[config.mk]
export PLATFORM = sky130hd
export DESIGN_NAME = sadc_read_ctrl
export DESIGN_NICKNAME = d
export VERILOG_FILES = /design/src/rtl/sadc_pkg.sv /design/src/rtl/sadc_timer.sv /design/src/rtl/sadc_shift.sv /design/src/rtl/sadc_seq.sv /design/src/rtl/sadc_read_ctrl.sv
export SDC_FILE = /design/constraint.sdc
export NUM_CORES = 1
export LEC_CHECK = 0
export BUFFER_PORTS_ARGS = -buffer_cell sky130_fd_sc_hd__buf_2
export CAP_MARGIN = 20
export CORE_MARGIN = 4
export CORE_UTILIZATION = 51
export CTS_CLUSTER_SIZE = 30
export DETAILED_ROUTE_END_ITERATION = 10
export HOLD_SLACK_MARGIN = 0.08
export PLACE_DENSITY = 0.74
export SLEW_MARGIN = 10
export SYNTH_ARGS = -nofsm -noshare
export SYNTH_HDL_FRONTEND = slang
export SYNTH_SLANG_ARGS = --single-unit
[constraint.sdc]
create_clock -name clk -period 1.7 [get_ports clk]
set_input_delay 0.085 -clock clk [delete_from_list [all_inputs] [get_ports clk]]
set_output_delay 0.085 -clock clk [all_outputs]
set_load 0.02 [all_outputs]
[src/rtl/sadc_pkg.sv]
package sadc_pkg;

  typedef enum logic [1:0] {
    ST_IDLE  = 2'd0,
    ST_SETUP = 2'd1,
    ST_CLOCK = 2'd2,
    ST_CONV  = 2'd3
  } sadc_state_t;

  // Timer reload value for an interval of n cycles (minimum one cycle).
  function automatic int unsigned interval_load(input int unsigned n);
    return (n == 0) ? 0 : n - 1;
  endfunction

  // Bits needed to hold any value up to and including n.
  function automatic int unsigned bits_for(input int unsigned n);
    return (n < 2) ? 1 : $clog2(n + 1);
  endfunction

  // Largest of three interval parameters.
  function automatic int unsigned max3(input int unsigned a, input int unsigned b,
                                       input int unsigned c);
    int unsigned m;
    m = (a > b) ? a : b;
    return (m > c) ? m : c;
  endfunction

endpackage

[src/rtl/sadc_timer.sv]
module sadc_timer #(
  parameter int unsigned CW = 6
) (
  input  logic          clk,
  input  logic          rst_n,
  input  logic          load,
  input  logic [CW-1:0] load_val,
  output logic          expired
);

  logic [CW-1:0] cnt;

  always_ff @(posedge clk or negedge rst_n) begin
    if (!rst_n) begin
      cnt <= '0;
    end else if (load) begin
      cnt <= load_val;
    end else if (cnt != '0) begin
      cnt <= cnt - 1'b1;
    end
  end

  assign expired = (cnt == '0);

  // the interval counter only ever steps down by one between loads
  a_r4_timer_steps: assert property (@(posedge clk) disable iff (!rst_n)
    (!$past(load) && $past(cnt) != '0) |-> (cnt == $past(cnt) - 1'b1));

endmodule

[src/rtl/sadc_shift.sv]
module sadc_shift #(
  parameter int unsigned AW = 4,
  parameter int unsigned DW = 8
) (
  input  logic          clk,
  input  logic          rst_n,
  input  logic          load_addr,
  input  logic [AW-1:0] addr_in,
  input  logic          shift_addr,
  input  logic          cap,
  input  logic          sdi,
  output logic          sdo,
  output logic [DW-1:0] data
);

  logic [AW-1:0] addr_sr;

  function automatic logic [AW-1:0] addr_step(input logic [AW-1:0] a);
    return {a[AW-2:0], 1'b0};
  endfunction

  function automatic logic [DW-1:0] data_step(input logic [DW-1:0] d, input logic b);
    return {d[DW-2:0], b};
  endfunction

  always_ff @(posedge clk or negedge rst_n) begin
    if (!rst_n) begin
      addr_sr <= '0;
    end else if (load_addr) begin
      addr_sr <= addr_in;
    end else if (shift_addr) begin
      addr_sr <= addr_step(addr_sr);
    end
  end

  always_ff @(posedge clk or negedge rst_n) begin
    if (!rst_n) begin
      data <= '0;
    end else if (cap) begin
      data <= data_step(data, sdi);
    end
  end

  assign sdo = addr_sr[AW-1];

  // a new address is never loaded in the same cycle as a shift
  a_r3_load_or_shift: assert property (@(posedge clk) disable iff (!rst_n)
    !(load_addr && shift_addr));

endmodule

[src/rtl/sadc_seq.sv]
module sadc_seq
  import sadc_pkg::*;
#(
  parameter int unsigned DW        = 8,
  parameter int unsigned CW        = 6,
  parameter int unsigned HALF_CYC  = 3,
  parameter int unsigned SETUP_CYC = 4,
  parameter int unsigned CONV_CYC  = 40
) (
  input  logic          clk,
  input  logic          rst_n,
  input  logic          start,
  input  logic          expired,
  output logic          tmr_load,
  output logic [CW-1:0] tmr_val,
  output logic          load_addr,
  output logic          shift_addr,
  output logic          cap,
  output logic          fire,
  output logic          cs_n,
  output logic          sclk,
  output logic          busy,
  output logic          result_valid
);

  localparam int unsigned FW = bits_for(DW - 1);
  localparam logic [CW-1:0] LD_SETUP = CW'(interval_load(SETUP_CYC));
  localparam logic [CW-1:0] LD_HALF  = CW'(interval_load(HALF_CYC));
  localparam logic [CW-1:0] LD_CONV  = CW'(interval_load(CONV_CYC));
  localparam logic [FW-1:0] LAST_FALL = FW'(DW - 1);

  sadc_state_t   st;
  logic [FW-1:0] falls;
  logic          cs_q, sclk_q, busy_q, vld_q;

  // Named internal events
  logic accept;      // start taken while idle
  logic setup_done;  // settling over, first rising edge now
  logic ev_rise;     // a later rising edge of sclk
  logic ev_fall;     // a falling edge of sclk
  logic last_fall;   // the eighth falling edge
  logic conv_done;   // conversion wait finished

  assign accept     = (st == ST_IDLE) && start;
  assign setup_done = (st == ST_SETUP) && expired;
  assign ev_fall    = (st == ST_CLOCK) && expired && sclk_q;
  assign ev_rise    = (st == ST_CLOCK) && expired && !sclk_q;
  assign last_fall  = ev_fall && (falls == LAST_FALL);
  assign conv_done  = (st == ST_CONV) && expired;

  always_ff @(posedge clk or negedge rst_n) begin
    if (!rst_n) begin
      st     <= ST_IDLE;
      falls  <= '0;
      cs_q   <= 1'b1;
      sclk_q <= 1'b0;
      busy_q <= 1'b0;
      vld_q  <= 1'b0;
    end else begin
      vld_q <= 1'b0;
      unique case (st)
        ST_IDLE: begin
          if (accept) begin
            st     <= ST_SETUP;
            cs_q   <= 1'b0;
            busy_q <= 1'b1;
            falls  <= '0;
          end
        end
        ST_SETUP: begin
          if (setup_done) begin
            st     <= ST_CLOCK;
            sclk_q <= 1'b1;
          end
        end
        ST_CLOCK: begin
          if (ev_fall) begin
            sclk_q <= 1'b0;
            if (last_fall) begin
              st    <= ST_CONV;
              cs_q  <= 1'b1;
              vld_q <= 1'b1;
            end else begin
              falls <= falls + 1'b1;
            end
          end else if (ev_rise) begin
            sclk_q <= 1'b1;
          end
        end
        ST_CONV: begin
          if (conv_done) begin
            st     <= ST_IDLE;
            busy_q <= 1'b0;
          end
        end
        default: st <= ST_IDLE;
      endcase
    end
  end

  always_comb begin
    tmr_load = 1'b0;
    tmr_val  = '0;
    if (accept) begin
      tmr_load = 1'b1;
      tmr_val  = LD_SETUP;
    end else if (last_fall) begin
      tmr_load = 1'b1;
      tmr_val  = LD_CONV;
    end else if (setup_done || ev_rise || ev_fall) begin
      tmr_load = 1'b1;
      tmr_val  = LD_HALF;
    end
  end

  assign load_addr    = accept;
  assign shift_addr   = ev_fall && !last_fall;
  assign cap          = setup_done || ev_rise;
  assign fire         = last_fall;
  assign cs_n         = cs_q;
  assign sclk         = sclk_q;
  assign busy         = busy_q;
  assign result_valid = vld_q;

  // a request during a frame never restarts the select
  a_r7_no_restart: assert property (@(posedge clk) disable iff (!rst_n)
    (busy_q && start) |=> !$fell(cs_q));

  // select rises only together with a falling I/O clock edge
  a_r4_cs_with_fall: assert property (@(posedge clk) disable iff (!rst_n)
    $rose(cs_q) |-> $past(sclk_q));

  // busy ends only while select is inactive
  a_r8_busy_end: assert property (@(posedge clk) disable iff (!rst_n)
    $fell(busy_q) |-> cs_q);

  // select falls only as a frame begins
  a_r2_cs_fall_busy: assert property (@(posedge clk) disable iff (!rst_n)
    $fell(cs_q) |-> (busy_q && !$past(busy_q)));

endmodule

[src/rtl/sadc_read_ctrl.sv]
module sadc_read_ctrl
  import sadc_pkg::*;
#(
  parameter int unsigned AW        = 4,
  parameter int unsigned DW        = 8,
  parameter int unsigned HALF_CYC  = 3,
  parameter int unsigned SETUP_CYC = 4,
  parameter int unsigned CONV_CYC  = 40
) (
  input  logic          clk,
  input  logic          rst_n,
  input  logic          start,
  input  logic [AW-1:0] channel,
  output logic          cs_n,
  output logic          sclk,
  output logic          sdo,
  input  logic          sdi,
  output logic [DW-1:0] result,
  output logic          result_valid,
  output logic          busy
);

  localparam int unsigned CW = bits_for(max3(HALF_CYC, SETUP_CYC, CONV_CYC));

  logic          tmr_load, expired;
  logic [CW-1:0] tmr_val;
  logic          load_addr, shift_addr, cap, fire;
  logic [DW-1:0] data;

  sadc_timer #(.CW(CW)) u_timer (
    .clk      (clk),
    .rst_n    (rst_n),
    .load     (tmr_load),
    .load_val (tmr_val),
    .expired  (expired)
  );

  sadc_seq #(
    .DW        (DW),
    .CW        (CW),
    .HALF_CYC  (HALF_CYC),
    .SETUP_CYC (SETUP_CYC),
    .CONV_CYC  (CONV_CYC)
  ) u_seq (
    .clk          (clk),
    .rst_n        (rst_n),
    .start        (start),
    .expired      (expired),
    .tmr_load     (tmr_load),
    .tmr_val      (tmr_val),
    .load_addr    (load_addr),
    .shift_addr   (shift_addr),
    .cap          (cap),
    .fire         (fire),
    .cs_n         (cs_n),
    .sclk         (sclk),
    .busy         (busy),
    .result_valid (result_valid)
  );

  sadc_shift #(.AW(AW), .DW(DW)) u_shift (
    .clk        (clk),
    .rst_n      (rst_n),
    .load_addr  (load_addr),
    .addr_in    (channel),
    .shift_addr (shift_addr),
    .cap        (cap),
    .sdi        (sdi),
    .sdo        (sdo),
    .data       (data)
  );

  always_ff @(posedge clk or negedge rst_n) begin
    if (!rst_n) begin
      result <= '0;
    end else if (fire) begin
      result <= data;
    end
  end

  // the I/O clock is never high with select inactive
  a_r5_sclk_idle_low: assert property (@(posedge clk) disable iff (!rst_n)
    cs_n |-> !sclk);

  // the address line never moves on a rising I/O clock edge
  a_r3_sdo_stable_rise: assert property (@(posedge clk) disable iff (!rst_n)
    $rose(sclk) |-> $stable(sdo));

  // the valid strobe lasts one cycle
  a_r6_valid_pulse: assert property (@(posedge clk) disable iff (!rst_n)
    result_valid |=> !result_valid);

  // the result only changes with its strobe
  a_r6_result_hold: assert property (@(posedge clk) disable iff (!rst_n)
    !result_valid |-> $stable(result));

endmodule

==> results of run 1 <==
-- cells by family (layout without fill, tap and decap cells) --
| family | after synthesis | count (layout) | synth area share (%) |
|---|---|---|---|
| fa+ha+maj | 7 | 7 | 5.039 |
| flops | 35 | 35 | 50.47 |
| xor+xnor | 1 | 1 | 0.5041 |
| mux | 26 | 26 | 17.28 |
| buf+inv | 13 | 69 | 4.176 |
| simple gates | 37 | 37 | 12.02 |
| compound gates | 28 | 28 | 10.51 |
-- flip-flops by register name (all words and copies together), names as in the netlist, 2 cells and up --
signal and cells:
result 8, u_shift.addr_sr 4, u_shift.data 8, u_seq.falls 3
u_seq.st 2, u_timer.cnt 6
-- cells in the mapped netlist (3+ instances only) --
cell	instances
dfrtp_1	34
nand2_1	13
mux2_2	12
inv_1	9
mux2i_1	9
o21ai_0	9
ha_1	7
a21oi_1	5
mux2_4	5
nor2_1	4
and2_1	3
nor2b_1	3
o31a_1	3
o31ai_1	3
-- repair_timing --
item                                    in CTS  in global routing
hold endpoints to repair                    39                  0
resized for setup                           11                 11
endpoints found under the setup margin      27                 29
pin swaps                                    3                  3
setup buffers                                1                  6
hold buffers                                 6                  0
-- stage by stage --
stage,hold WS [ns],power (W)
2_1_floorplan,-0.2106,0.002110
3_5_place_dp,0.2061,0.002693
3_3_place_gp,0.1881,0.002575
6_report,0.1191,0.003446
5_1_grt,0.1290,0.003698
4_1_cts,0.09544,0.003240
-- power groups by stage --
stage	clock network [W]	logic (W)	registers, W
after floorplan	0	0.000863	0.00125
after global placement	0	0.00138	0.00119
after detailed placement	0	0.00148	0.00121
after CTS	0.000463	0.00158	0.00120
after global routing	0.000491	0.00198	0.00123
final	0.000447	0.00179	0.00121
-- final cells by class --
cell class / count / area (sq um)
multi-input cells: 99 / 872.1
fillers: 233 / 898.4
repair buffers: 52 / 362.8
flip-flops and latches: 35 / 877.1
clock inverters: 2 / 12.51
well taps: 44 / 55.05
clock buffers: 6 / 41.29
inverters: 9 / 33.78
-- path summary, 6_finish.rpt --
| check | endpoint | cells after the start | slack, ns | from |
|---|---|---|---|---|
| worst max-delay path | u_seq.st[1] | 7 | -0.07 | u_timer.cnt[1] |
| worst min-delay path | u_seq.cs_n | 3 | 0.12 | start |
| worst max register to register | u_seq.st[1] | 7 | -0.07 | u_timer.cnt[1] |
| worst min register to register | u_seq.cs_n | 2 | 0.51 | u_seq.cs_n |
| max in group asynchronous | u_seq.busy | 2 | 0.87 | rst_n |
| min in group asynchronous | u_shift.addr_sr[2] | 2 | 0.33 | rst_n |
-- worst min-delay path: stages --
cell and delay [ns]:
buf_2 0.14, mux2i_1 0.18, a22oi_2 0.06
-- layer usage --
layer | part of all wire (%) | vias up | global-route usage [%]
met1 | 43 | 639 | 21.13
met2 | 49 | 37 | 30.86
met5 | 0 | - | 0
met3 | 4.1 | 19 | 4.422
met4 | 3.8 | 0 | 8.883
li1 | - | 639 | -
==> run_results.csv, run 1 <==
group,metric,value,unit
status,status,"finished with violations",
status,violations,"negative setup slack",
sta,setup-tns-final,-0.2007,ns
synth,yosysSeqAreaShare,50.47,%
synth,synth_edf_count,0,
finish,finalNonFillerCells,247,
clock_tree,htreeDepth,2,
finish,area_growth,29.73,%
drt,first_pass_iters,4,
sta,clock_skew,0.008937,ns
sta,finalCriticalPeriod,1.768,ns
finish,diodes,0,
worst_setup_path,cp.buffers_inverters,2,
clock_tree,clkLatencyLatePin,0.34,ns
place,hpwlAfterDp,2.591,mm
drt,viasPerCell,5.401,
worst_setup_path,worstPathMaxFanout,3,
pwr,share_seq_of_total_power,35.1,%
sta,timing.fmax,0.5657,GHz
finish,fin_nets,217,
floorplanning,die_h,66.38,um
synth,syn_area_per_cell,11.82,sq um
synth,yosysTopAreaCellShare,48.96,%
synth,ys_types,39,
finish,finish.utilization,71.51,%
synth,synth_area,1738,sq um
place,post-place-ws,-0.1547,ns
pwr,p_per_area,1528,nW/um^2
synth,yosysTopAreaCell,"dfrtp_1",
clock_tree,cts_buffers,5,
pwr,switching_power,0.001330,W
pwr,p_leak,1.142,nW
sta,postLayoutSetupSlackWorst,-0.06767,ns
worst_setup_path,cp_slowest_cell,"dfrtp_1",
pwr,combinationalPowerShare,51.9,%
floorplanning,chipWidth,66.38,um
sta,rsz0062_at_grt,"yes",
global_routing,grt_antenna_before_repair,0,
floorplanning,rows,20,
synth,synth_area_leaders,"dfrtp_1 49%, mux2_2 7.8%, mux2i_1 5.2%",
clock_tree,cts.sinks,35,
clock_tree,clkSlewWorstSetupHoldPaths,0.11,ns
drt,drc_errors,0,
synth,async_flop_share,100.0,%
drt,first_iter_violations,47,
drt,wire_per_inst,15.15,um
sta,setup_viol,7,
worst_setup_path,crit_chain,"inv_2 > ha_4 > and2b_2 > buf_4 > a31oi_2 > a21oi_2 > mux2_4",
synth,ys_seq_elements,35,
sta,worst_pin_slew,0.7654,ns
sta,finalCritPeriodShare,104.0,%
drt,drt.antenna.violating_nets,0,
global_routing,grt_pass1_wl,6.003,mm
worst_setup_path,critPathMaxStageDelay,0.40,ns
worst_setup_path,required,1.93,ns
sta,hold_viol,0,
synth,syn_inst,147,
clock_tree,cts.path.max_buffers,2,
finish,drive_gt1_share,45.81,%
place,place_inst,226,
sta,drv_slew,0,
floorplanning,start_util,55.12,%
synth,ys.flop_type,"dfrtp_1",
worst_setup_path,crit_family,"flip-flops",
clock_tree,cts_tree,"done",
global_routing,grt_max_degree,36,
floorplanning,die_area,4406,sq um
global_routing,grt-ovfl-total,0,
pwr,sw_frac_of_total,38.59,%
clock_tree,cts_root_buf,"clkbuf_4",
global_routing,grt_use_total,18.14,%
drt,vias,1334,
place,portBuffers,20,
finish,stdcell_area,2255,sq um
finish,layout_common_cells,"34 x dfrtp_1, 24 x buf_4, 20 x buf_2, 12 x nand2_1, 11 x mux2_2",
hold_path,hp-class,"in2reg",
pwr,clkPwrFrac,13.0,%
global_routing,grt_pass1_vias,1361,
worst_setup_path,cp-end-kind,"register",
finish,layout_commonest_cell,"dfrtp_1",
place,place_congestion,0.8693,
worst_setup_path,crit_arrival,2.00,ns
synth,synth_nets,162,
synth,synth_warnings,0,
flow_run,max-cap-violations,0,
sta,maxSlewHeadroom,48.97,%
drt,drt_wl_total,3.742,mm
place,placed_cell_area,2011,sq um
worst_setup_path,crit_path_start_kind,"register",
pwr,ir_worst_vdd,1188,uV
pwr,intPower,0.002116,W
worst_setup_path,setup.worst_path.class,"reg2reg",
floorplanning,core,3153,sq um
floorplanning,io_pins,21,
No activity file was read; power rests on OpenSTA's default activity.
==> run 2: changes to the inputs <==
Settings changed: SETUP_SLACK_MARGIN set to 0.4.
==> run 2 against run 1 <==
Effect of this change:
- the run still ends with negative setup slack left
- critical path type unchanged
- setup slack improved by 0.034 ns
- sequential power barely moved
- maximum frequency is 2.0% higher
- core utilization rose by 3.7 points
- die area unchanged
==> run_results.csv, run 2 (synthesized netlist as in run 1, its figures left out) <==
group,metric,value,unit
floorplanning,chipWidth,66.38,um
hold_path,hold_depth,3,
drt,drc_errors,0,
place,place_inst,225,
finish,reg_top3,"result: 8 flops, u_shift.data: 8 flops, u_timer.cnt: 6 flops",
sta,finalCriticalPeriod,1.733,ns
pwr,sw_frac_of_total,39.22,%
finish,finalNonFillerCells,247,
sta,setup_viol,7,
drt,drt_wl_total,3.972,mm
worst_setup_path,crit_arrival,1.99,ns
pwr,clkPwrFrac,12.5,%
drt,wire_per_inst,16.08,um
worst_setup_path,worstRegToRegCells,7,
sta,clock_skew,0.009013,ns
pwr,p_leak,1.215,nW
pwr,switching_power,0.001402,W
floorplanning,die_h,66.38,um
status,violations,"negative setup slack",
worst_setup_path,r2r_slack,-0.03,ns
drt,vias,1335,
worst_setup_path,cp.buffers_inverters,2,
floorplanning,io_pins,21,
drt,first_iter_violations,47,
global_routing,grt_pass1_wl,6.375,mm
place,hpwlAfterDp,2.484,mm
sta,drv_slew,0,
sta,maxSlewHeadroom,48.98,%
hold_path,hp-class,"in2reg",
floorplanning,start_util,55.12,%
finish,n_fill_cell,220,
drt,viasPerCell,5.405,
clock_tree,cts.sinks,35,
worst_setup_path,r2r_end,"u_timer.cnt[1]",
drt,first_pass_iters,4,
status,status,"finished with violations",
finish,layout_common_cells,"33 x dfrtp_1, 20 x buf_2, 19 x buf_4, 16 x mux2_4, 12 x nand2_1",
finish,drive_gt1_share,49.75,%
pwr,share_seq_of_total_power,33.9,%
drt,drt.antenna.violating_nets,0,
finish,layout_commonest_cell,"dfrtp_1",
global_routing,grt_max_degree,36,
finish,fin_nets,217,
global_routing,grt_antenna_before_repair,0,
sta,postLayoutSetupSlackWorst,-0.03320,ns
clock_tree,clkSlewWorstSetupHoldPaths,0.11,ns
pwr,intPower,0.002172,W
flow_run,max-cap-violations,0,
pwr,ir_worst_vdd,1102,uV
global_routing,grt_use_total,19.45,%
worst_setup_path,cp_slowest_cell,"dfrtp_1",
worst_setup_path,crit_path_start_kind,"register",
worst_setup_path,startpoint,"u_timer.cnt[1]",
pwr,combinationalPowerShare,53.7,%
clock_tree,cts_root_buf,"clkbuf_4",
worst_setup_path,required,1.96,ns
worst_setup_path,worstReg2RegStart,"u_timer.cnt[1]",
floorplanning,die_area,4406,sq um
clock_tree,cts_tree,"done",
clock_tree,clkLatencyLatePin,0.35,ns
hold_path,hold_path_startpoint,"start",
floorplanning,rows,20,
clock_tree,cts_buffers,5,
sta,setup-tns-final,-0.07344,ns
pwr,p_per_area,1508,nW/um^2
floorplanning,core,3153,sq um
finish,area_growth,36.36,%
worst_setup_path,critPathMaxStageDelay,0.41,ns
worst_setup_path,cp-end-kind,"register",
finish,seq_area,878.3,sq um
place,portBuffers,20,
worst_setup_path,setup.worst_path.class,"reg2reg",
place,place_congestion,0.8623,
sta,hold_viol,0,
hold_path,hold_end,"u_timer.cnt[0]",
place,post-place-ws,-0.1223,ns
global_routing,grt-ovfl-total,0,
sta,rsz0062_at_grt,"yes",
finish,finish.utilization,75.16,%
sta,finalCritPeriodShare,102.0,%
global_routing,grt_pass1_vias,1351,
sta,timing.fmax,0.5770,GHz
finish,diodes,0,
worst_setup_path,crit_family,"simple AND/OR/NAND/NOR gates",
clock_tree,htreeDepth,2,
sta,worst_pin_slew,0.7653,ns
finish,multiInputGateArea,967.2,sq um
worst_setup_path,worstPathMaxFanout,5,
clock_tree,cts.path.max_buffers,2,
worst_setup_path,crit_chain,"inv_2 > ha_4 > and2b_2 > buf_4 > nand2_4 > or4_4 > a21o_1",
-- run 2: cell count changes in the layout (fill, tap and decap cells not counted), moves of 3 or more --
cell     before  now
ha_2          4    1
mux2_4        6   16
a21oi_1       4    1
a21oi_2       1    4
mux2_2       11    1
buf_4        24   19
buf_6         2    5
-- run 2: repair_timing --
item,in CTS,in global routing
gates resized for setup,27,19
gates cloned,1,0
hold buffers,6,0
endpoints found under the setup margin,35,35
pin swaps,4,8
hold endpoints to repair,39,0
setup buffers,2,5
-- run 2: worst reg2reg max path: stages, from the launching register on --
cell and delay, ns:
dfrtp_1 0.41, inv_2 0.08, ha_4 0.13, and2b_2 0.17, buf_4 0.16, nand2_4 0.08
or4_4 0.41, a21o_1 0.18
-- run 2: final cells by class --
cell class | count | share of cell area, %
Timing Repair Buffer | 51 | 16.00
Tap cell | 44 | 2.323
Clock buffer | 6 | 1.742
Inverter | 9 | 1.531
Clock inverter | 2 | 0.5280
Multi-Input combinational cell | 100 | 40.81
Sequential cell | 35 | 37.06
-- run 2: how the worst max path moves through the flow --
stage | endpoint | slack (ns) | depth (start not counted)
5_1_grt | result[5] | -0.09 | 6
3_5_place_dp | u_seq.cs_n | -0.12 | 7
3_3_place_gp | result[2] | -0.05 | 5
4_1_cts | u_seq.st[1] | -0.006 | 7
2_1_floorplan | result[3] | -0.09 | 8
6_report | u_timer.cnt[1] | -0.03 | 7
-- run 2: per-stage QoR --
| step | cell area (sq um) | power, W | hold slack (ns) |
|---|---|---|---|
| global route | 2370 | 0.003829 | 0.1379 |
| finish | 2370 | 0.003574 | 0.1255 |
| CTS | 2245 | 0.003273 | 0.1066 |
| floorplan | 1778 | 0.002159 | -0.2106 |
| global placement | 2019 | 0.002596 | 0.1875 |
| detailed placement | 2019 | 0.002695 | 0.1965 |
-- run 2: per-layer routing --
metal	part of all wire (%)	up-vias	track usage (%)
met2	50	29	31.97
met5	0	-	0
li1	-	633	-
met4	2.9	0	7.360
met3	3.8	11	5.612
met1	43	662	24.02
-- run 2: power by group through the flow --
stage	Sequential, W	Combinational [W]	Clock, W
3_3_place_gp	0.00119	0.00140	0
5_1_grt	0.00124	0.00210	0.000496
3_5_place_dp	0.00121	0.00149	0
6_report	0.00121	0.00192	0.000445
4_1_cts	0.00120	0.00162	0.000452
2_1_floorplan	0.00125	0.000911	0
